`config.mk`:
```
export PLATFORM = sky130hd
export DESIGN_NAME = msi_frame
export DESIGN_NICKNAME = d
export VERILOG_FILES = /design/src/rtl/msi_frame_pkg.sv /design/src/rtl/msi_frame_decode.sv /design/src/rtl/msi_frame_doorbell.sv /design/src/rtl/msi_frame_rdmux.sv /design/src/rtl/msi_frame.sv
export SDC_FILE = /design/constraint.sdc
export NUM_CORES = 1
export LEC_CHECK = 0
export BUFFER_PORTS_ARGS = -buffer_cell sky130_fd_sc_hd__buf_2
export CAP_MARGIN = 20
export CORE_MARGIN = 2
export CORE_UTILIZATION = 47
export CTS_BUF_LIST = sky130_fd_sc_hd__clkbuf_4 sky130_fd_sc_hd__clkbuf_8 sky130_fd_sc_hd__clkbuf_16
export DETAILED_ROUTE_END_ITERATION = 12
export GPL_ROUTABILITY_DRIVEN = 1
export GPL_TIMING_DRIVEN = 1
export PLACE_DENSITY = 0.84
export SLEW_MARGIN = 5
export SYNTH_ARGS = -nofsm -noshare
export SYNTH_HDL_FRONTEND = slang
export SYNTH_SLANG_ARGS = --single-unit
```
`constraint.sdc`:
```
create_clock -name clk -period 6.1 [get_ports clk]
set_clock_uncertainty 0.2 [all_clocks]
set_input_delay 0.915 -clock clk [delete_from_list [all_inputs] [get_ports clk]]
set_output_delay 0.915 -clock clk [all_outputs]
set_load 0.05 [all_outputs]
```
`src/rtl/msi_frame_pkg.sv`:
```
package msi_frame_pkg;
  localparam int unsigned ADDR_W = 12;
  localparam int unsigned DATA_W = 32;
  localparam int unsigned GID_W  = 10;

  typedef enum logic [1:0] {
    SZ_BYTE = 2'b00,
    SZ_HALF = 2'b01,
    SZ_WORD = 2'b10,
    SZ_RSVD = 2'b11
  } acc_size_e;

  localparam logic [ADDR_W-1:0] OFS_TYPE  = 12'h008;
  localparam logic [ADDR_W-1:0] OFS_DOOR  = 12'h040;
  localparam logic [ADDR_W-1:0] OFS_IDENT = 12'hFCC;
  localparam logic [ADDR_W-1:0] OFS_ZLO   = 12'hFD0;
  localparam logic [ADDR_W-1:0] OFS_ZHI   = 12'hFFC;

  localparam logic [DATA_W-1:0] IDENT_VAL = 32'h0000_0051 << 20;
endpackage

```
`src/rtl/msi_frame_decode.sv`:
```
module msi_frame_decode
  import msi_frame_pkg::*;
(
  input  logic              clk,
  input  logic              rst_n,
  input  logic              valid,
  input  logic              write,
  input  logic [ADDR_W-1:0] addr,
  input  logic [1:0]        size,
  output logic              rd_type,
  output logic              rd_ident,
  output logic              wr_door,
  output logic              err_q
);
  logic rd_size_ok;
  logic wr_size_ok;
  logic bad;
  logic err_d;
  logic err_en;

  assign rd_size_ok = (size == SZ_WORD);
  assign wr_size_ok = (size == SZ_WORD) || (size == SZ_HALF);

  always_comb begin
    rd_type  = 1'b0;
    rd_ident = 1'b0;
    wr_door  = 1'b0;
    bad      = 1'b0;
    if (valid) begin
      if (write) begin
        if (addr == OFS_DOOR && wr_size_ok) wr_door = 1'b1;
        else                                bad     = 1'b1;
      end else if (!rd_size_ok) begin
        bad = 1'b1;
      end else if (addr == OFS_TYPE) begin
        rd_type = 1'b1;
      end else if (addr == OFS_IDENT) begin
        rd_ident = 1'b1;
      end else if (addr < OFS_ZLO || addr > OFS_ZHI) begin
        bad = 1'b1;
      end
    end
  end

  assign err_en = bad;
  assign err_d  = 1'b1;

  always_ff @(posedge clk or negedge rst_n) begin
    if (!rst_n)      err_q <= 1'b0;
    else if (err_en) err_q <= err_d;
  end

  AST_ERR_STICKY: assert property (@(posedge clk) disable iff (!rst_n)
    err_q |=> err_q);
  AST_ERR_NEEDS_ACCESS: assert property (@(posedge clk) disable iff (!rst_n)
    $rose(err_q) |-> $past(valid));
  AST_DOOR_SIZE: assert property (@(posedge clk) disable iff (!rst_n)
    (valid && write && addr == OFS_DOOR && size == SZ_BYTE) |=> err_q);
endmodule

```
`src/rtl/msi_frame_doorbell.sv`:
```
module msi_frame_doorbell
  import msi_frame_pkg::*;
#(
  parameter int unsigned BASE  = 0,
  parameter int unsigned COUNT = 64
) (
  input  logic             clk,
  input  logic             rst_n,
  input  logic             wr_door,
  input  logic [GID_W-1:0] gid,
  output logic [COUNT-1:0] irq_q
);
  localparam int unsigned LOW   = BASE + 32;
  localparam int unsigned IDXW  = (COUNT > 1) ? $clog2(COUNT) : 1;
  localparam logic [GID_W:0] LOW_V = (GID_W+1)'(LOW);
  localparam logic [GID_W:0] TOP_V = (GID_W+1)'(LOW + COUNT);

  logic [GID_W:0]  gid_ext;
  logic [GID_W:0]  rebased;
  logic            in_range;
  logic            fire;
  logic [IDXW-1:0] idx;
  logic [COUNT-1:0] irq_d;
  logic            irq_en;

  assign gid_ext  = {1'b0, gid};
  assign in_range = (gid_ext >= LOW_V) && (gid_ext < TOP_V);
  assign rebased  = gid_ext - LOW_V;
  assign idx      = rebased[IDXW-1:0];
  assign fire     = wr_door && in_range;
  assign irq_en   = fire || (|irq_q);

  for (genvar i = 0; i < COUNT; i++) begin : g_line
    assign irq_d[i] = fire && (idx == IDXW'(i));

    always_ff @(posedge clk or negedge rst_n) begin
      if (!rst_n)      irq_q[i] <= 1'b0;
      else if (irq_en) irq_q[i] <= irq_d[i];
    end
  end

  AST_PULSE_ONEHOT: assert property (@(posedge clk) disable iff (!rst_n)
    $onehot0(irq_q));
  AST_PULSE_CAUSE: assert property (@(posedge clk) disable iff (!rst_n)
    (|irq_q) |-> $past(wr_door));
  AST_PULSE_ENDS: assert property (@(posedge clk) disable iff (!rst_n)
    ((|irq_q) && !wr_door) |=> (irq_q == '0));
  AST_DROP_BELOW: assert property (@(posedge clk) disable iff (!rst_n)
    (wr_door && gid_ext < LOW_V) |=> (irq_q == '0));
  AST_DROP_ABOVE: assert property (@(posedge clk) disable iff (!rst_n)
    (wr_door && gid_ext >= TOP_V) |=> (irq_q == '0));
endmodule

```
`src/rtl/msi_frame_rdmux.sv`:
```
module msi_frame_rdmux
  import msi_frame_pkg::*;
#(
  parameter int unsigned BASE  = 0,
  parameter int unsigned COUNT = 64
) (
  input  logic              clk,
  input  logic              rst_n,
  input  logic              rd_req,
  input  logic              rd_type,
  input  logic              rd_ident,
  output logic [DATA_W-1:0] rdata_q
);
  localparam logic [DATA_W-1:0] TYPE_VAL =
    (DATA_W'(BASE + 32) << 16) | DATA_W'(COUNT);

  logic [DATA_W-1:0] rdata_d;
  logic              rdata_en;

  always_comb begin
    if (rd_type)       rdata_d = TYPE_VAL;
    else if (rd_ident) rdata_d = IDENT_VAL;
    else               rdata_d = '0;
  end

  assign rdata_en = rd_req;

  always_ff @(posedge clk or negedge rst_n) begin
    if (!rst_n)        rdata_q <= '0;
    else if (rdata_en) rdata_q <= rdata_d;
  end

  AST_RD_TYPE: assert property (@(posedge clk) disable iff (!rst_n)
    rd_type |=> (rdata_q == TYPE_VAL));
  AST_RD_OTHER_ZERO: assert property (@(posedge clk) disable iff (!rst_n)
    (rd_req && !rd_type && !rd_ident) |=> (rdata_q == '0));
  AST_RD_HOLD: assert property (@(posedge clk) disable iff (!rst_n)
    !rd_req |=> $stable(rdata_q));
endmodule

```
`src/rtl/msi_frame.sv`:
```
module msi_frame
  import msi_frame_pkg::*;
#(
  parameter int unsigned BASE  = 0,
  parameter int unsigned COUNT = 64
) (
  input  logic              clk,
  input  logic              rst_n,
  input  logic              req_valid,
  input  logic              req_write,
  input  logic [ADDR_W-1:0] req_addr,
  input  logic [1:0]        req_size,
  input  logic [DATA_W-1:0] req_wdata,
  output logic [DATA_W-1:0] rsp_rdata,
  output logic [COUNT-1:0]  irq_o,
  output logic              err_o
);
  if (COUNT < 1 || COUNT > 128 || BASE + 32 + COUNT > 1020) begin : g_bad_cfg
    $error("msi_frame: illegal BASE/COUNT pair");
  end

  logic rst_s0;
  logic rst_s1;
  logic rd_type;
  logic rd_ident;
  logic wr_door;
  logic unused_wdata_hi;

  always_ff @(posedge clk or negedge rst_n) begin
    if (!rst_n) begin
      rst_s0 <= 1'b0;
      rst_s1 <= 1'b0;
    end else begin
      rst_s0 <= 1'b1;
      rst_s1 <= rst_s0;
    end
  end

  assign unused_wdata_hi = ^req_wdata[DATA_W-1:GID_W];

  msi_frame_decode u_decode (
    .clk      (clk),
    .rst_n    (rst_s1),
    .valid    (req_valid),
    .write    (req_write),
    .addr     (req_addr),
    .size     (req_size),
    .rd_type  (rd_type),
    .rd_ident (rd_ident),
    .wr_door  (wr_door),
    .err_q    (err_o)
  );

  msi_frame_doorbell #(.BASE(BASE), .COUNT(COUNT)) u_door (
    .clk     (clk),
    .rst_n   (rst_s1),
    .wr_door (wr_door),
    .gid     (req_wdata[GID_W-1:0]),
    .irq_q   (irq_o)
  );

  msi_frame_rdmux #(.BASE(BASE), .COUNT(COUNT)) u_rd (
    .clk      (clk),
    .rst_n    (rst_s1),
    .rd_req   (req_valid && !req_write),
    .rd_type  (rd_type),
    .rd_ident (rd_ident),
    .rdata_q  (rsp_rdata)
  );

  AST_READ_NO_PULSE: assert property (@(posedge clk) disable iff (!rst_s1)
    (req_valid && !req_write) |=> (irq_o == '0));
  AST_BADOFS_WRITE: assert property (@(posedge clk) disable iff (!rst_s1)
    (req_valid && req_write && req_addr != OFS_DOOR) |=> (irq_o == '0 && err_o));
endmodule

```
**Word level (Yosys, flattened, before mapping)**

Index checks and enable logic that the tools add are counted.
Widths: inputs -> output; s select.

- Bits in registers: 99
- Bits of input ports: 50
- Output and inout bits: 97
- Logic and storage cells: 236

- Add/subtract/negate cells: 1
- Magnitude comparators: 4
- Equality and inequality tests: 68
- Multiplexer cells: 21
- Reduce and logical (&&, ||, !) cells: 74

Operators with widths:

| operator | number |
|---|---|
| $eq 6x6->1 const B | 32 |
| $eq 6x5->1 const B | 16 |
| $logic_and 1x1->1 | 68 |
| $reduce_or 64->1 | 1 |
| $mux 27 | 2 |
| $eq 6x4->1 const B | 8 |
| $eq 6x3->1 const B | 4 |
| $mux 1 | 19 |
| $eq 12x12->1 const B | 1 |
| $eq 12x4->1 const B | 1 |
| $eq 12x7->1 const B | 1 |
| $eq 6x2->1 const B | 2 |
| $gt 12x12->1 const B | 1 |
| $lt 12x12->1 const B | 1 |
| $ge 10x6->1 const B | 1 |
| $lt 10x7->1 const B | 1 |
| $eq 6x1->1 const B | 1 |
| $logic_not 6->1 | 1 |
| $sub 6x6->6 const B | 1 |
| $logic_or 1x1->1 | 3 |
| $eq 2x1->1 const B | 1 |
| $eq 2x2->1 const B | 1 |
| $logic_not 1->1 | 1 |

**Depth between registers and ports, before layout**

- Word-level depth: 8
- Mapped depth: 7
- Gate-level depth less buffers: 6

**By module**

A second synthesis with hierarchy kept.

- Cell total of the unflattened synthesis: 250
- Area total of the unflattened synthesis: 2,986.6 um2

Modules (own cells, without submodules):

| module | times used | cells each | area an instance (um2) | seq. area each (um2) |
|---|---|---|---|---|
| msi_frame_doorbell | 1 | 182 | 2,393.5 | 1,601.5 |
| msi_frame_rdmux | 1 | 37 | 310.3 | 50.0 |
| msi_frame_decode | 1 | 27 | 215.2 | 25.0 |
| msi_frame | 1 | 4 | 67.6 | 50.0 |

**Least setup slack after synthesis**

Ideal clock, no wire load.

- Path kind: input port to flip-flop
- From: in req_size[0]
- To: reg u_door.irq_q[18]
- Library setup time: 0.073 ns
- Arrival: 2.476 ns
- Required time: 5.827 ns
- Slack: 3.350 ns
- Stages: 7
- Buffers on the path: 1
- Cells stage by stage: inv_1 > ha_1 > or4bb_1 > nor4_4 > nand4b_2 > buf_6 > nor2_1

- Longest elaborated chain between the ends: 8
- Elaborated cells between the ends (all ways): 10
- Classes of those cells: eq/ne (2); mux (3); reduce/logical (5)

Ends and longest elaborated chain:

| element | line | text |
|---|---|---|
| from (decl) | msi_frame.sv:12 | `input logic [1:0] req_size,` |
| $eq 2x2->1 or $eq 2x1->1 (tied branches) | msi_frame_decode.sv:22 | `assign wr_size_ok = (size == SZ_WORD) \|\| (size == SZ_HALF);` |
| $logic_or 1x1->1 * | msi_frame_decode.sv:22 |  |
| $logic_and 1x1->1 * | msi_frame_decode.sv:31 | `if (addr == OFS_DOOR && wr_size_ok) wr_door = 1'b1;` |
| $mux 1 * | msi_frame_decode.sv:31 |  |
| $mux 1 * | msi_frame_decode.sv:30 | `if (write) begin` |
| $mux 1 * | msi_frame_decode.sv:29 | `if (valid) begin` |
| $logic_and 1x1->1 * | msi_frame_doorbell.sv:30 | `assign fire = wr_door && in_range;` |
| $logic_and 1x1->1 or $logic_or 1x1->1 (tied branches) | msi_frame_doorbell.sv:34, msi_frame_doorbell.sv:31 |  |
| to (signal, indexed assignment) | msi_frame_doorbell.sv:38 | `else if (irq_en) irq_q[i] <= irq_d[i];` |
| to (decl) | msi_frame_doorbell.sv:11 | `output logic [COUNT-1:0] irq_q` |

Mark *: on every way between the ends. The rest lies on a longest branch, timed or not.
A chain may end at the register's enable or synchronous reset.

**Worst setup path in the final report**

- From: in req_size[0]
- To: reg u_door.irq_q[17]

Same word-level chain as after synthesis.

==> results.ini <==
[power]
seq_power_share_pct=48.7
pwr-share-comb_pct=7.8
p_int_uw=710
power.switching_uw=231
share_clk_of_total_power_pct=43.5
power.density_nw_per_um2=286
power.share.switching_pct=24.5
max_rail_drop_vdd_v=0.000183
p_leak_nw=1.84

[grt]
grt_util_met3_pct=4.32
gr-total-overflow=0
gr-usage-all-layers_pct=19.5
maximum_number_of_pins_on_one_net_before_global_route_repair=68
grt.busiest_layer=met2
use_met2_pct=32.2
first_global_vias=1832
global_route.usage.met1_pct=24.1
grt_first_pass_wirelength_um=9040
grt_antenna_before_repair=0

[clock_network]
post_cts.repair.setup_buffers=0
cts_tree=built
worst_skew_pair.late_latency_ns=0.34
htree_levels=3
cts.reportedPaths.clkPinSlew_ns=0.08
cts_resized=0
cts_buffer_depth=2
post_cts_hold_buffer_count=0
clock-sinks=69
cts-buffers-inserted=9
clk_root_buffer_cell=clkbuf_8

[timing]
min_period_over_period_pct=46.0
timing.fmax_mhz=356
timing_hold_violations_final=0
worstMarginPinSlew_ns=0.807
finalWorstPathRequiredPeriod_ns=2.81
final.setup.tns_ns=0
rsz0062_at_grt=no
slew_headroom_pct=46.2
setup_viol_count_final=0
drv_slew=0

[route]
firstDrtPassIters=4
routed_wire_length_um=5610
antenna_left=0
dr_total_vias=1917
route.detailed.wl_per_inst_um=13.7
drc_viols=0
drt-vias-per-instance=4.69
initialDrtViolationCount=96

[place]
port_buffer_count=97
dp.final_hpwl_um=3970
dpl_cell_area_um2=3060
routability_congestion=0.757

[critical_path]
cp.arrival_ns=2.86
worstPathMaxFanout=14
critical_path.startpoint_type=primary input
timing_worst_setup_path_type=primary input to flip-flop
worstPathRequired_ns=6.15
worstSetupEndpointType=flip-flop

[run]
drv_cap=0

[yosys]
yosys.area_share.adder_pct=0.471
multiplexer_fraction_of_the_synthesized_cell_area_pct=0
mappedNetlistArea_um2=2660
synth_simple_gate_area_share_pct=21.7
yosysWarnings=0
post-synth-top-area-fraction_pct=65.0
asr_flop_ratio_synth_pct=100
count_of_unique_library_cells_instantiated_by_yosys=31
synth_top_family_by_area=simple AND/OR/NAND/NOR gates
most_used_standard_cells_in_the_synthesized_netlist=dfrtp_1 (69), nor2_1 (67), buf_4 (30)
seq_area_frac_synth_pct=65.0
post_syn_area_per_cell_um2=11.4
synth-edff-count=0
synth-compound-area-share_pct=1.56
post_synth_inst_count=232
synth_area_leaders=dfrtp_1 (65%), nor2_1 (9.5%), buf_4 (8.5%)
synth_area_leader_cell=dfrtp_1
synthXorXnorAreaFrac_pct=0.330
synth_most_common_cell=dfrtp_1
synth_seq_cells=69
ys_flop_type=dfrtp_1

[cells_and_area]
stdcell_area_um2=3290
finalNetCount=383
area_growth_from_synthesis_to_layout_pct=23.8
insertedDiodeCount=0
drive_gt1_share_pct=36.2

[floorplanning]
design.die.area_um2=6270
floorplan.initialDensity_pct=48.5
top_level_ports=147
die_h_um=79.2
fp-row-count=27
placeableCoreArea_um2=5470
floorplan.die.width_um=79.2

[run_status]
result_of_the_run=complete, no violations

[hold_path]
min_path_type=primary input to asynchronous set/reset pin

## flip-flops by register name, indices dropped and copies added, names as in the netlist
name / count
u_rd.rdata_q: 2
rst_s1: 1
rst_s0: 1
u_decode.err_q: 1
u_door.irq_q: 64
## cells by family (layout without fill, tap and decap cells)
group	Yosys count	in the layout
buffers and inverters	37	116
other	2	28
xor gates and xnor gates	1	1
AOI/OAI and AO/OA	5	5
adders and majority gates	1	1
and+or+nand+nor	117	117
DFF	69	69
## per-layer routing
metal  share of wire [%]  wire [um]
met4                 1.9        105
met2                  49       2730
met5                   0          0
met1                  41       2310
met3                 8.3        464
## path summary, 6_finish.rpt
| kind | cells past startpoint | end | start | slack [ns] |
|---|---|---|---|---|
| max | 7 | u_door.irq_q[17]$_DFFE_PN0P_ | req_size[0] | 3.29 |
| min | 1 | rst_s1$_DFF_PN0_ | rst_n | 0.14 |
| max reg2reg | 1 | u_door.irq_q[53]$_DFFE_PN0P_ | rst_s1$_DFF_PN0_ | 4.92 |
| min reg2reg | 0 | rst_s1$_DFF_PN0_ | rst_s0$_DFF_PN0_ | 0.16 |
| max in group asynchronous | 1 | u_door.irq_q[53]$_DFFE_PN0P_ | rst_s1$_DFF_PN0_ | 4.92 |
| min in group clk | 0 | rst_s1$_DFF_PN0_ | rst_s0$_DFF_PN0_ | 0.16 |
## cell type report
cell class | count | area (um^2)
Tap cell | 72 | 90.1
Sequential cell | 69 | 1730
Clock inverter | 6 | 86.3
Multi-Input combinational cell | 152 | 744
Fill cell | 478 | 2190
Inverter | 2 | 7.51
Timing Repair Buffer | 98 | 493
Clock buffer | 10 | 138
## critical path, stage by stage
cell	delay [ns]
buf_2	0.07
inv_1	0.03
ha_1	0.27
or4bb_1	0.55
nor4_4	0.31
nand4b_2	0.44
nor2_1	0.27
## power groups by stage
stage	Sequential (mW)	Clock [mW]	Combinational, mW
after detailed placement	0.467	0	0.0737
after global routing	0.458	0.437	0.0807
after global placement	0.467	0	0.0728
final	0.458	0.409	0.0737
after CTS	0.458	0.413	0.0739
after floorplan	0.473	0	0.0629
## per-stage QoR
step / cells / hold WS, ns / utilization [%] / total power [mW] / worst slack, ns
floorplan: 258 / 0.131 / - / 0.536 / 3.35
global placement: 393 / 0.140 / 56.0 / 0.540 / 2.97
detailed placement: 393 / 0.145 / 56.0 / 0.541 / 2.92
CTS: 409 / 0.135 / 60.1 / 0.945 / 3.25
global route: 409 / 0.140 / 60.1 / 0.975 / 3.06
finish: 409 / 0.140 / 60.1 / 0.941 / 3.29
## layout by cell type, fill, tap and decap left out, types with 2 or more instances in the layout
cell type  Yosys  layout
nor3_1         3       3
buf_2          0      97
o31ai_1        2       2
nor2_1        67      67
bufinv_16      0       2
clkinv_2       0       2
nand4_1        2       2
clkbuf_8       0      10
nand3_1        8       8
nor2b_1        5       5
conb_1         2      28
nand2b_1       4       4
dfrtp_1       69      68
inv_1          2       2
nand2_1       13      13
or4_1          3       3
nand4b_2       2       2
(Power assumes the default switching activity.)
